### src/rtl/sar_adc_pkg.sv
package sar_adc_pkg;
  typedef enum logic [1:0] {ST_IDLE, ST_ACQ, ST_CONV} sar_state_e;

  localparam int unsigned DIV_CNT_W = 5;

  // last count value of a bit period for each select code
  function automatic logic [DIV_CNT_W-1:0] period_last(input logic [1:0] sel);
    case (sel)
      2'd0:    period_last = 5'd1;
      2'd1:    period_last = 5'd7;
      default: period_last = 5'd31;
    endcase
  endfunction
endpackage

### src/rtl/sar_bit_clk.sv
module sar_bit_clk
  import sar_adc_pkg::*;
(
  input  logic       clk_i,
  input  logic       rst_ni,
  input  logic       clr_i,
  input  logic [1:0] sel_i,
  output logic       tick_o
);
  logic [DIV_CNT_W-1:0] cnt_q;
  logic [DIV_CNT_W-1:0] last;

  assign last   = period_last(sel_i);
  assign tick_o = !clr_i && (cnt_q == last);

  always_ff @(posedge clk_i or negedge rst_ni) begin
    if (!rst_ni)          cnt_q <= '0;
    else if (clr_i || tick_o) cnt_q <= '0;
    else                  cnt_q <= cnt_q + 1'b1;
  end

  AST_TICK_SPACED: assert property (@(posedge clk_i) disable iff (!rst_ni)
    tick_o |=> !tick_o);
endmodule

### src/rtl/sar_seq.sv
module sar_seq
  import sar_adc_pkg::*;
#(
  parameter int unsigned RES_W = 10,
  parameter int unsigned ACQ_W = 8
) (
  input  logic             clk_i,
  input  logic             rst_ni,
  input  logic             start_i,
  input  logic [1:0]       div_sel_i,
  input  logic [ACQ_W-1:0] acq_cycles_i,
  input  logic             left_just_i,
  input  logic             cmp_i,
  input  logic             tick_i,
  output logic             div_clr_o,
  output logic [1:0]       div_sel_o,
  output logic [RES_W-1:0] trial_o,
  output logic             sample_o,
  output logic             busy_o,
  output logic             fin_o,
  output logic             left_o,
  output logic [RES_W-1:0] code_o
);
  localparam int unsigned IDX_W = $clog2(RES_W);
  localparam logic [RES_W-1:0] MSB_ONLY = {1'b1, {(RES_W-1){1'b0}}};

  sar_state_e       state_q;
  logic [ACQ_W-1:0] acq_cnt_q;
  logic [IDX_W-1:0] bit_idx_q;
  logic [RES_W-1:0] sar_q, sar_nxt;
  logic [1:0]       sel_q;
  logic             left_q;

  always_comb begin
    sar_nxt = sar_q;
    sar_nxt[bit_idx_q] = cmp_i;
    if (bit_idx_q != '0) sar_nxt[bit_idx_q - 1'b1] = 1'b1;
  end

  assign fin_o     = (state_q == ST_CONV) && tick_i && (bit_idx_q == '0);
  assign code_o    = sar_nxt;
  assign trial_o   = sar_q;
  assign sample_o  = (state_q == ST_ACQ);
  assign busy_o    = (state_q != ST_IDLE);
  assign div_clr_o = (state_q != ST_CONV);
  assign div_sel_o = sel_q;
  assign left_o    = left_q;

  always_ff @(posedge clk_i or negedge rst_ni) begin
    if (!rst_ni) begin
      state_q   <= ST_IDLE;
      acq_cnt_q <= '0;
      bit_idx_q <= '0;
      sar_q     <= '0;
      sel_q     <= '0;
      left_q    <= 1'b0;
    end else begin
      unique case (state_q)
        ST_IDLE: if (start_i) begin
          state_q   <= ST_ACQ;
          acq_cnt_q <= (acq_cycles_i == '0) ? ACQ_W'(1) : acq_cycles_i;
          sel_q     <= div_sel_i;
          left_q    <= left_just_i;
          sar_q     <= '0;
        end
        ST_ACQ: begin
          if (acq_cnt_q == ACQ_W'(1)) begin
            state_q   <= ST_CONV;
            sar_q     <= MSB_ONLY;
            bit_idx_q <= IDX_W'(RES_W - 1);
          end else begin
            acq_cnt_q <= acq_cnt_q - 1'b1;
          end
        end
        ST_CONV: if (tick_i) begin
          sar_q <= sar_nxt;
          if (bit_idx_q == '0) state_q   <= ST_IDLE;
          else                 bit_idx_q <= bit_idx_q - 1'b1;
        end
        default: state_q <= ST_IDLE;
      endcase
    end
  end

  AST_FIRST_TRIAL: assert property (@(posedge clk_i) disable iff (!rst_ni)
    (state_q == ST_CONV && $past(state_q) == ST_ACQ) |-> (trial_o == MSB_ONLY));
  AST_SWITCH_OPEN: assert property (@(posedge clk_i) disable iff (!rst_ni)
    (state_q == ST_CONV) |=> !sample_o);
  AST_START_IGNORED: assert property (@(posedge clk_i) disable iff (!rst_ni)
    (busy_o && start_i) |=> ($stable(sel_q) && $stable(left_q)));
endmodule

### src/rtl/sar_result_fmt.sv
module sar_result_fmt #(
  parameter int unsigned RES_W = 10,
  parameter int unsigned REG_W = 8
) (
  input  logic             clk_i,
  input  logic             rst_ni,
  input  logic             load_i,
  input  logic             left_i,
  input  logic [RES_W-1:0] code_i,
  output logic [REG_W-1:0] hi_o,
  output logic [REG_W-1:0] lo_o
);
  localparam int unsigned SPILL_W = RES_W - REG_W;
  localparam int unsigned PAD_W   = 2*REG_W - RES_W;

  logic [REG_W-1:0] hi_d, lo_d;

  always_comb begin
    if (left_i) begin
      hi_d = code_i[RES_W-1 -: REG_W];
      lo_d = {code_i[SPILL_W-1:0], {PAD_W{1'b0}}};
    end else begin
      hi_d = {{PAD_W{1'b0}}, code_i[RES_W-1:REG_W]};
      lo_d = code_i[REG_W-1:0];
    end
  end

  always_ff @(posedge clk_i or negedge rst_ni) begin
    if (!rst_ni) begin
      hi_o <= '0;
      lo_o <= '0;
    end else if (load_i) begin
      hi_o <= hi_d;
      lo_o <= lo_d;
    end
  end

  AST_RES_HOLD: assert property (@(posedge clk_i) disable iff (!rst_ni)
    !$past(load_i) |-> ($stable(hi_o) && $stable(lo_o)));
endmodule

### src/rtl/sar_adc_ctrl.sv
module sar_adc_ctrl #(
  parameter int unsigned RES_W = 10,
  parameter int unsigned REG_W = 8,
  parameter int unsigned ACQ_W = 8
) (
  input  logic             clk_i,
  input  logic             rst_ni,
  input  logic             start_i,
  input  logic [1:0]       div_sel_i,
  input  logic [ACQ_W-1:0] acq_cycles_i,
  input  logic             left_just_i,
  input  logic             cmp_i,
  output logic [RES_W-1:0] trial_o,
  output logic             sample_o,
  output logic             busy_o,
  output logic             done_o,
  output logic [REG_W-1:0] res_hi_o,
  output logic [REG_W-1:0] res_lo_o
);
  logic             tick, div_clr, fin, left_cfg;
  logic [1:0]       div_sel;
  logic [RES_W-1:0] code;
  logic             done_q;

  sar_bit_clk u_bit_clk (
    .clk_i  (clk_i),
    .rst_ni (rst_ni),
    .clr_i  (div_clr),
    .sel_i  (div_sel),
    .tick_o (tick)
  );

  sar_seq #(.RES_W(RES_W), .ACQ_W(ACQ_W)) u_seq (
    .clk_i        (clk_i),
    .rst_ni       (rst_ni),
    .start_i      (start_i),
    .div_sel_i    (div_sel_i),
    .acq_cycles_i (acq_cycles_i),
    .left_just_i  (left_just_i),
    .cmp_i        (cmp_i),
    .tick_i       (tick),
    .div_clr_o    (div_clr),
    .div_sel_o    (div_sel),
    .trial_o      (trial_o),
    .sample_o     (sample_o),
    .busy_o       (busy_o),
    .fin_o        (fin),
    .left_o       (left_cfg),
    .code_o       (code)
  );

  sar_result_fmt #(.RES_W(RES_W), .REG_W(REG_W)) u_fmt (
    .clk_i  (clk_i),
    .rst_ni (rst_ni),
    .load_i (fin),
    .left_i (left_cfg),
    .code_i (code),
    .hi_o   (res_hi_o),
    .lo_o   (res_lo_o)
  );

  always_ff @(posedge clk_i or negedge rst_ni) begin
    if (!rst_ni) done_q <= 1'b0;
    else         done_q <= fin;
  end
  assign done_o = done_q;

  AST_DONE_PULSE: assert property (@(posedge clk_i) disable iff (!rst_ni)
    done_o |=> !done_o);
  AST_DONE_IDLE: assert property (@(posedge clk_i) disable iff (!rst_ni)
    done_o |-> !busy_o);
endmodule

### config.mk
export PLATFORM = sky130hd
export DESIGN_NAME = sar_adc_ctrl
export DESIGN_NICKNAME = d
export VERILOG_FILES = /design/src/rtl/sar_adc_pkg.sv /design/src/rtl/sar_bit_clk.sv /design/src/rtl/sar_seq.sv /design/src/rtl/sar_result_fmt.sv /design/src/rtl/sar_adc_ctrl.sv
export SDC_FILE = /design/constraint.sdc
export NUM_CORES = 1
export LEC_CHECK = 0
export ABC_AREA = 0
export BUFFER_PORTS_ARGS = -buffer_cell sky130_fd_sc_hd__buf_2
export CAP_MARGIN = 30
export CORE_UTILIZATION = 52
export CTS_CLUSTER_SIZE = 8
export DETAILED_ROUTE_END_ITERATION = 12
export PLACE_DENSITY_LB_ADDON = 0.1
export SLEW_MARGIN = 10
export SYNTH_ARGS = -nofsm -noshare
export SYNTH_HDL_FRONTEND = slang
export SYNTH_SLANG_ARGS = --single-unit
### constraint.sdc
create_clock -name clk_i -period 2.62 [get_ports clk_i]
set_input_delay 0.524 -clock clk_i [delete_from_list [all_inputs] [get_ports clk_i]]
set_output_delay 0.524 -clock clk_i [all_outputs]
set_load 0.02 [all_outputs]
==> impl_metrics.env, run 1 <==
export IMPL_post_synth_inst_count=309
export IMPL_routed_wl_um=7051
export IMPL_num_rows=27
export IMPL_io_pins=44
export IMPL_die_area_mm2=0.006189
export IMPL_viasPerCell=5.911
export IMPL_yosysUniqueCellTypes=66
export IMPL_nets=384
export IMPL_clk_latency_ps=310
export IMPL_final_hold_viol_count=0
export IMPL_yosys_most_used_dff="dfrtp_1"
export IMPL_grt_pass1_vias=2390
export IMPL_tns_ps=0
export IMPL_syn_avg_cell_area_um2=9.892
export IMPL_reg2reg_depth=7
export IMPL_cts_buffers=5
export IMPL_power_density_mw_per_mm2=895.0
export IMPL_grt_first_pass_wirelength_um=11780
export IMPL_cts_tree="done"
export IMPL_start_util_pct=54.84
export IMPL_leakagePower_uw=0.001661
export IMPL_ys_async_sr_fraction_pct=100.0
export IMPL_numClockSinks=49
export IMPL_crit_path_max_incr_delay_ps=500
export IMPL_path_max_fanout=14
export IMPL_gp_congestion=0.8992
export IMPL_synth_seq_cells=49
export IMPL_fin_util_pct=62.54
export IMPL_synth_warning_count=0
export IMPL_r2r_slack_ps=240
export IMPL_skew_ps=13.09
export IMPL_drive_above_1_share_pct=23.38
export IMPL_post_dp_hpwl_um=5195
export IMPL_crit_cells=7
export IMPL_critPathArrivalTime_ps=2570
export IMPL_crit_buf_inv=1
export IMPL_maxCapViolations=0
export IMPL_path_class="reg -> reg"
export IMPL_drtPass1Iterations=4
export IMPL_core_mm2=0.005574
export IMPL_num_vias=2524
export IMPL_postCtsSetupRepairBufs=0
export IMPL_ctsLongestPathBuffers=2
export IMPL_holdBufCountCts=0
export IMPL_path_delay_family="compound AO/OA/AOI/OAI gates"
export IMPL_routedWlPerCell_um=16.51
export IMPL_worst_pin_slew_ps=724.2
export IMPL_period_minus_slack_ps=2377
export IMPL_grt_overflow=0
export IMPL_critPathRequiredTime_ps=2810
export IMPL_worst_slew_margin_rel_pct=51.31
export IMPL_postRouteAntennaNets=0
export IMPL_setup_viol=0
export IMPL_placed_cell_area_mm2=0.003361
export IMPL_track_usage_pct=24.70
export IMPL_cp_end_kind="flip-flop"
export IMPL_fin_crit_sh_pct=90.74
export IMPL_cts_max_level=2
export IMPL_root_buffer="clkbuf_8"
export IMPL_worst_setup_path_start_kind="flip-flop"
export IMPL_port_buffers=43
export IMPL_vdd_drop_max_v=0.0005342
export IMPL_fp_dieH_um=78.67
export IMPL_drtIter0Drc=138
export IMPL_synth_seq_area_share_pct=40.11
export IMPL_synth_edf_count=0
export IMPL_drc=0
export IMPL_path_cells="inv_1 -> ha_1 -> nor3b_1 -> a221o_1 -> a31o_1 -> nor2b_1 -> mux2_2"
export IMPL_path_clk_slew_ps=100
export IMPL_antenna_found_initial=0
export IMPL_area_delta_synth_final_pct=14.04
export IMPL_dieWidth_um=78.67
export IMPL_grt_setup_unrepaired="no"
export IMPL_syn_area_mm2=0.003057
export IMPL_power_total_uw=3120
export IMPL_status="finished clean"
export IMPL_stdcell_area_mm2=0.003486
export IMPL_grt_max_degree=34
export IMPL_antenna_cells=0
export IMPL_slew_violations=0
export IMPL_synth_nets=339
export IMPL_holdWs_ps=130.7
export IMPL_fmax_ghz=0.4206
export IMPL_hold_class="in -> async"
export IMPL_cpMaxStageDelayCell="dfrtp_1"
==> repair_timing <==
action,in CTS,in global routing
endpoints found under the setup margin,0,8
resized for setup,0,1
hold endpoints to repair,0,0
==> power breakdown <==
part           leakage [uW]  internal (uW)  switching [uW]
Combinational      0.000988            586             841
Sequential         0.000615            917             203
Clock             0.0000574            311             262
Total               0.00166           1810            1310
==> layout by cell type, fill, tap and decap left out, types with 9 or more instances in the layout <==
cell type,Yosys,routed
nor2b_1,9,9
ha_1,15,15
buf_4,0,10
dfrtp_1,49,49
nand2_1,26,26
nor2_1,22,22
a21oi_1,10,10
buf_2,4,43
mux2i_1,11,11
inv_1,15,15
a22o_1,10,10
==> Yosys cell counts, types with 3 or more instances <==
master | instances | area share [%]
dfrtp_1 | 49 | 40
nand2_1 | 26 | 3.2
nor2_1 | 22 | 2.7
ha_1 | 15 | 6.1
inv_1 | 15 | 1.8
mux2i_1 | 11 | 3.6
a21oi_1 | 10 | 1.6
a22o_1 | 10 | 2.9
nor2b_1 | 9 | 1.8
clkbuf_1 | 8 | 0.98
mux2_1 | 8 | 2.9
nand3_1 | 8 | 1.3
mux2_2 | 7 | 2.6
nor3_1 | 7 | 1.1
o21ai_0 | 7 | 1.1
nand4_1 | 5 | 1.0
nor3b_1 | 5 | 1.2
o22ai_1 | 5 | 1.0
buf_2 | 4 | 0.65
nand3b_1 | 4 | 0.98
a221o_1 | 3 | 0.98
a2bb2oi_1 | 3 | 0.86
a31oi_1 | 3 | 0.61
and3_1 | 3 | 0.61
nand2b_1 | 3 | 0.61
o211ai_1 | 3 | 0.74
o21ai_1 | 3 | 0.49
o31ai_1 | 3 | 0.74
==> logic make-up (layout without fill, tap and decap cells) <==
group | count (synthesis) | in the layout | share of synthesized area [%]
simple gates | 117 | 117 | 22.60
compound gates | 69 | 69 | 16.82
flops | 49 | 49 | 40.11
buf+inv | 30 | 76 | 4.339
mux | 26 | 26 | 9.129
fa+ha+maj | 15 | 15 | 6.140
xor+xnor | 3 | 3 | 0.8598
==> flip-flops by register name, summed over array words and instances, names as in the netlist <==
register,count
u_seq.bit_idx_q,4
u_seq.trial_o,10
u_seq.acq_cnt_q,8
u_seq.left_o,1
u_fmt.lo_o,8
u_seq.div_sel_o,2
u_seq.state_q,2
done_o,1
u_bit_clk.cnt_q,5
u_fmt.hi_o,8
==> worst paths after layout <==
check / from / end
worst max-delay path: u_seq.bit_idx_q[1] / u_seq.trial_o[5]
worst min-delay path: rst_ni / u_bit_clk.cnt_q[4]
worst max register to register: u_seq.bit_idx_q[1] / u_seq.trial_o[5]
worst min register to register: u_fmt.lo_o[4] / u_fmt.lo_o[4]
max in group asynchronous: rst_ni / u_fmt.hi_o[7]
min in group clk_i: div_sel_i[0] / u_seq.div_sel_o[0]
==> routing by layer <==
layer | share of wire (%) | GRT usage (%) | vias up
met1 | 48 | 35.49 | 1234
met5 | 0 | 0 | -
met2 | 46 | 38.35 | 60
met4 | 0.96 | 6.481 | 0
li1 | - | - | 1225
met3 | 5.1 | 4.186 | 5
==> layout make-up <==
cell class                 count  area (um2)
multi-input combinational    230        1703
clock buffer                   6       82.58
tap                           72       90.09
sequential                    49        1226
fill                         493        2088
clock inverter                 2       37.54
inverter                      15       56.30
timing repair buffer          53       290.3
==> through the flow <==
| stage | setup slack (ps) | std cells |
|---|---|---|
| finish | 242.6 | 427 |
| global route | 86.09 | 427 |
| CTS | 195.2 | 427 |
| detailed placement | 218.7 | 419 |
| global placement | 317.6 | 419 |
| floorplan | 357.1 | 309 |
No activity file was read; power rests on OpenSTA's default activity.
==> run 2, diff against run 1 <==
--- a/config.mk
+++ b/config.mk
@@ -15,4 +15,5 @@
 export SLEW_MARGIN = 10
 export SYNTH_ARGS = -nofsm -noshare
 export SYNTH_HDL_FRONTEND = slang
+export SYNTH_HIERARCHICAL = 1
 export SYNTH_SLANG_ARGS = --single-unit
==> run 2 against run 1 <==
Net effect: critical path depth is the same; sequential share of layout area grew 2.7 points; core utilization shrank 0.28 points; area after synthesis shrank 5.8%; register-to-register slack is essentially flat; sequential power shrank 4%; flip-flop and latch count is the same.
==> impl_metrics.env, run 2 <==
export IMPL_maxCapViolations=0
export IMPL_period_minus_slack_ps=2388
export IMPL_core_mm2=0.005205
export IMPL_path_delay_family="simple AND/OR/NAND/NOR gates"
export IMPL_drtPass1Iterations=4
export IMPL_antenna_found_initial=0
export IMPL_routed_wl_um=6142
export IMPL_routedWlPerCell_um=14.55
export IMPL_slew_violations=0
export IMPL_placedCellCount=415
export IMPL_dieWidth_um=76.41
export IMPL_io_pins=44
export IMPL_antenna_cells=0
export IMPL_path_class="reg -> reg"
export IMPL_fp_dieH_um=76.41
export IMPL_fillers=470
export IMPL_crit_path_max_incr_delay_ps=540
export IMPL_grt_max_degree=50
export IMPL_stdcell_area_mm2=0.003241
export IMPL_grt_first_pass_wirelength_um=10720
export IMPL_synth_seq_cells=49
export IMPL_synth_edf_count=0
export IMPL_critPathArrivalTime_ps=2630
export IMPL_yosys_most_used_dff="dfrtp_1"
export IMPL_num_rows=26
export IMPL_numClockSinks=49
export IMPL_synth_most_common_cell="dfrtp_1"
export IMPL_ys_top_cells_by_count="dfrtp_1, nand2_1, inv_1, nor2_1, o21ai_0"
export IMPL_path_clk_slew_ps=90
export IMPL_synth_nets=338
export IMPL_post_synth_inst_count=310
export IMPL_largest_reg_flops=10
export IMPL_tns_ps=0
export IMPL_hold_class="in -> async"
export IMPL_cts_buffers=5
export IMPL_final_cell_mix="dfrtp_1, buf_2, nand2_1, inv_1, nor2_1"
export IMPL_post_dp_hpwl_um=4321
export IMPL_status="finished clean"
export IMPL_postRouteAntennaNets=0
export IMPL_synth_top_area_share_pct=42.59
export IMPL_syn_avg_cell_area_um2=9.287
export IMPL_grt_overflow=0
export IMPL_instances_no_fill=422
export IMPL_yosysTopAreaCell="dfrtp_1"
export IMPL_root_buffer="clkbuf_8"
export IMPL_yosys_top_cells_area="dfrtp_1, ha_1, nand2_1, inv_1, mux2i_1"
export IMPL_start_util_pct=55.31
export IMPL_cp_end_kind="flip-flop"
export IMPL_worst_slew_margin_rel_pct=50.73
export IMPL_gp_congestion=0.8247
export IMPL_placed_cell_area_mm2=0.003152
export IMPL_drtIter0Drc=90
export IMPL_skew_ps=12.83
export IMPL_vdd_drop_max_v=0.0005180
export IMPL_port_buffers=43
export IMPL_path_cells="or4_4 -> a221oi_2 -> nor2b_1 -> o21ai_0 -> or3_4 -> nor2_2 -> a22o_1"
export IMPL_grt_pass1_vias=2216
export IMPL_cts_max_level=2
export IMPL_worst_pin_slew_ps=733.4
export IMPL_ys_async_sr_fraction_pct=100.0
export IMPL_critPathRequiredTime_ps=2870
export IMPL_fin_crit_sh_pct=91.13
export IMPL_drive_above_1_share_pct=22.73
export IMPL_num_vias=2330
export IMPL_die_area_mm2=0.005838
export IMPL_syn_area_mm2=0.002879
export IMPL_ctsLongestPathBuffers=2
export IMPL_layout_commonest_cell="dfrtp_1"
export IMPL_power_total_uw=2781
export IMPL_final_hold_viol_count=0
export IMPL_yosysUniqueCellTypes=52
export IMPL_nets=380
export IMPL_setup_viol=0
export IMPL_fmax_ghz=0.4188
export IMPL_viasPerCell=5.521
export IMPL_cpMaxStageDelayCell="or4_4"
export IMPL_leakagePower_uw=0.001577
export IMPL_synth_warning_count=6
export IMPL_synth_seq_area_share_pct=42.59
export IMPL_cts_tree="done"
export IMPL_clk_latency_ps=300
export IMPL_path_max_fanout=12
export IMPL_fin_util_pct=62.26
export IMPL_track_usage_pct=22.90
export IMPL_crit_buf_inv=0
export IMPL_power_density_mw_per_mm2=858.1
export IMPL_area_delta_synth_final_pct=12.56
export IMPL_worst_setup_path_start_kind="flip-flop"
export IMPL_grt_setup_unrepaired="no"
export IMPL_drc=0
-- run 2: changes by cell type in the layout (fill, tap and decap cells not counted), sizes merged, moves of 5 or more --
cell / change
nand2: +5
a21oi: +7
inv: +13
o21ai: +19
nor2b: -6
mux2: -11
-- run 2: timing repair --
item | 4_1_cts | 5_1_grt
setup buffers | 0 | 0
endpoints found under the setup margin | 0 | 4
hold buffers | 0 | 0
resized for setup | 0 | 1
-- run 2: logic make-up (layout without fill, tap and decap cells) --
logic type / Yosys count / count (layout) / synth area share [%]
flip-flops: 49 / 49 / 42.59
AND/OR/NAND/NOR: 103 / 103 / 18.12
multiplexers: 14 / 14 / 5.041
AO/OA/AOI/OAI: 83 / 83 / 20.03
adder cells (fa/ha/maj): 13 / 13 / 5.650
XOR/XNOR: 5 / 5 / 1.521
buffers and inverters: 43 / 85 / 7.040
-- run 2: through the flow --
step           worst slack [ps]  hold slack, ps
2_1_floorplan             245.4           228.4
3_3_place_gp              219.6           485.5
3_5_place_dp              190.4           487.6
4_1_cts                   161.4           349.9
5_1_grt                   28.57           382.3
6_report                  232.4           323.9
-- run 2: path summary, 6_finish.rpt --
check | start | endpoint | slack (ps) | cells after the start
max | u_seq/div_sel_o[1] | u_seq/trial_o[6] | 230 | 7
min | rst_ni | u_bit_clk/cnt_q[0] | 320 | 2
max reg2reg | u_seq/div_sel_o[1] | u_seq/trial_o[6] | 230 | 7
min reg2reg | u_seq/trial_o[1] | u_seq/trial_o[1] | 510 | 2
max in group asynchronous | rst_ni | u_fmt/lo_o[6] | 1870 | 2
min in group clk_i | left_just_i | u_seq/left_o | 450 | 2
-- run 2: layout make-up --
type                    count  area [um2]  share of cell area (%)
well taps                  70       87.58                   2.703
flip-flops and latches     49        1226                   37.84
multi-input cells         218        1455                   44.90
clock buffers               7       86.33                   2.664
repair buffers             50       280.3                   8.649
inverters                  28       105.1                   3.243
-- run 2: routing by layer --
layer | up-vias | part of all wire (%) | GRT usage [%] | wire length [um]
li1 | 1161 | - | - | -
met1 | 1107 | 49 | 32.43 | 3037
met2 | 54 | 44 | 34.86 | 2719
met3 | 8 | 4.9 | 4.671 | 298
met4 | 0 | 1.4 | 7.885 | 87
met5 | - | 0 | 0 | 0
-- run 2: report_power, final --
group	switching [uW]	leakage [uW]	internal, uW
clock	240	0.0000443	210
sequential	189	0.000561	887
combinational	717	0.000972	537
total	1150	0.00158	1630
==> run 3, diff against run 2 <==
--- a/config.mk
+++ b/config.mk
@@ -5,7 +5,7 @@
 export SDC_FILE = /design/constraint.sdc
 export NUM_CORES = 1
 export LEC_CHECK = 0
-export ABC_AREA = 0
+export ABC_AREA = 1
 export BUFFER_PORTS_ARGS = -buffer_cell sky130_fd_sc_hd__buf_2
 export CAP_MARGIN = 30
 export CORE_UTILIZATION = 52
==> run 3 against run 2 <==
Net effect: flip-flop and latch count is the same; cell count grew 20%; critical endpoint is now u_seq/trial_o[0]; critical path depth grew 5.
==> impl_metrics.env, run 3 <==
export IMPL_stdcell_area_mm2=0.003339
export IMPL_cts_tree="done"
export IMPL_tns_ps=0
export IMPL_grt_setup_unrepaired="no"
export IMPL_port_buffers=43
export IMPL_routed_wl_um=6152
export IMPL_path_max_fanout=12
export IMPL_synth_seq_area_share_pct=41.30
export IMPL_postCtsSetupRepairBufs=0
export IMPL_cts_max_level=2
export IMPL_grt_busiest_layer="met2"
export IMPL_setup_ws_ps=429.4
export IMPL_path_class="reg -> reg"
export IMPL_io_pins=44
export IMPL_core_mm2=0.005507
export IMPL_ys_async_sr_fraction_pct=100.0
export IMPL_yosysUniqueCellTypes=31
export IMPL_ys_top_cells_by_count="nand2_1, dfrtp_1, inv_1, nand3_1, nor2_1"
export IMPL_area_delta_synth_final_pct=12.47
export IMPL_antenna_cells=0
export IMPL_drive_above_1_share_pct=24.88
export IMPL_hold_class="in -> async"
export IMPL_yosysTopAreaCell="dfrtp_1"
export IMPL_synth_seq_cells=49
export IMPL_layout_commonest_cell="nand2_1"
export IMPL_status="finished clean"
export IMPL_placed_cell_area_mm2=0.003249
export IMPL_synth_warning_count=6
export IMPL_fp_dieH_um=77.57
export IMPL_syn_area_mm2=0.002969
export IMPL_use_met2_pct=38.23
export IMPL_fin_util_pct=60.65
export IMPL_dieWidth_um=77.57
export IMPL_clk_latency_ps=300
export IMPL_ctsLongestPathBuffers=2
export IMPL_crit_buf_inv=4
export IMPL_crit_path_max_incr_delay_ps=420
export IMPL_grt_first_pass_wirelength_um=10250
export IMPL_post_dp_hpwl_um=4675
export IMPL_syn_avg_cell_area_um2=7.692
export IMPL_cts_buffers=5
export IMPL_root_buffer="clkbuf_8"
export IMPL_multi_input_area_mm2=0.001500
export IMPL_num_vias=2504
export IMPL_setup_viol=0
export IMPL_critPathArrivalTime_ps=2430
export IMPL_path_clk_slew_ps=90
export IMPL_grt_overflow=0
export IMPL_post_cts_resized=0
export IMPL_drtIter0Drc=143
export IMPL_leakagePower_uw=0.001733
export IMPL_antenna_found_initial=0
export IMPL_cp_end_kind="flip-flop"
export IMPL_grt_pass1_vias=2325
export IMPL_viasPerCell=4.949
export IMPL_nets=461
export IMPL_yosys_top_cells_area="dfrtp_1, nand2_1, ha_1, inv_1, nand3_1"
export IMPL_postRouteAntennaNets=0
export IMPL_worst_pin_slew_ps=609.7
export IMPL_vdd_drop_max_v=0.0006439
export IMPL_placedCellCount=498
export IMPL_pre_cts_slack_ps=483.7
export IMPL_gp_congestion=0.8241
export IMPL_grt_max_degree=50
export IMPL_final_cell_mix="nand2_1, dfrtp_1, buf_2, inv_1, nand3_1"
export IMPL_fillers=524
export IMPL_fmax_ghz=0.4565
export IMPL_synth_nets=414
export IMPL_slew_violations=0
export IMPL_track_usage_pct=21.72
export IMPL_holdBufCountCts=0
export IMPL_synth_most_common_cell="nand2_1"
export IMPL_maxCapViolations=0
export IMPL_final_hold_viol_count=0
export IMPL_path_delay_family="simple AND/OR/NAND/NOR gates"
export IMPL_post_synth_inst_count=386
export IMPL_worst_slew_margin_rel_pct=59.36
export IMPL_largest_reg_flops=10
export IMPL_critPathRequiredTime_ps=2860
export IMPL_die_area_mm2=0.006016
export IMPL_instances_no_fill=506
export IMPL_period_minus_slack_ps=2191
export IMPL_synth_top_area_share_pct=41.30
export IMPL_gr_usage_met1_pct=26.73
export IMPL_seqCellArea_mm2=0.001226
export IMPL_grtUsageMet3_pct=3.529
export IMPL_routedWlPerCell_um=12.16
export IMPL_fin_crit_sh_pct=83.61
export IMPL_yosys_most_used_dff="dfrtp_1"
export IMPL_path_cells="inv_1 -> ha_1 -> inv_2 -> nor2_1 -> inv_1 -> nand2_1 -> nand2_1 -> inv_2 -> nand3_2 -> nor2_4 -> nand2_1 -> nand2_1"
export IMPL_num_rows=27
export IMPL_numClockSinks=49
export IMPL_crit_path_frequent_cell="nand2_1"
export IMPL_power_density_mw_per_mm2=1054
export IMPL_start_util_pct=53.92
export IMPL_synth_edf_count=0
export IMPL_drc=0
export IMPL_drtPass1Iterations=4
export IMPL_cpMaxStageDelayCell="dfrtp_1"
export IMPL_skew_ps=6.449
export IMPL_worst_setup_path_start_kind="flip-flop"
[run 3: per-stage QoR]
step                total power, uW  hold WS, ps
floorplan                      2662        228.4
global placement               3052        453.5
detailed placement             3085        454.1
CTS                            3549        329.7
global route                   3848        370.8
finish                         3520        308.2
[run 3: path summary, 6_finish.rpt]
check | endpoint | cells after the start | start | slack, ps
min | u_seq/trial_o[3] | 2 | rst_ni | 310
min in group clk_i | u_seq/div_sel_o[0] | 2 | div_sel_i[0] | 450
max reg2reg | u_seq/trial_o[0] | 12 | u_seq/state_q[0] | 430
max in group asynchronous | u_seq/bit_idx_q[3] | 2 | rst_ni | 1900
min reg2reg | u_bit_clk/cnt_q[0] | 1 | u_bit_clk/cnt_q[0] | 460
max | u_seq/trial_o[0] | 12 | u_seq/state_q[0] | 430
[run 3: final cells by class]
type	instances	share of cell area (%)
Multi-Input combinational cell	278	44.92
Sequential cell	49	36.72
Timing Repair Buffer	45	6.894
Clock buffer	5	2.061
Inverter	54	6.070
Tap cell	72	2.698
Clock inverter	3	0.6369
[run 3: logic make-up after synthesis]
logic type | synth area share [%]
flops | 41.30
fa+ha+maj | 5.478
xor+xnor | 0.8851
buf+inv | 8.344
compound gates | 9.313
simple gates | 33.54
mux | 1.138
[run 3: metal layers]
layer | wire (um) | vias to the layer above
li1 | - | 1293
met1 | 2812 | 1154
met2 | 3057 | 51
met3 | 208 | 6
met4 | 73 | 0
met5 | 0 | -
[run 3: power breakdown]
group	internal, uW	switching, uW
clock network	190	259
logic	614	1300
registers	942	216
total	1750	1770
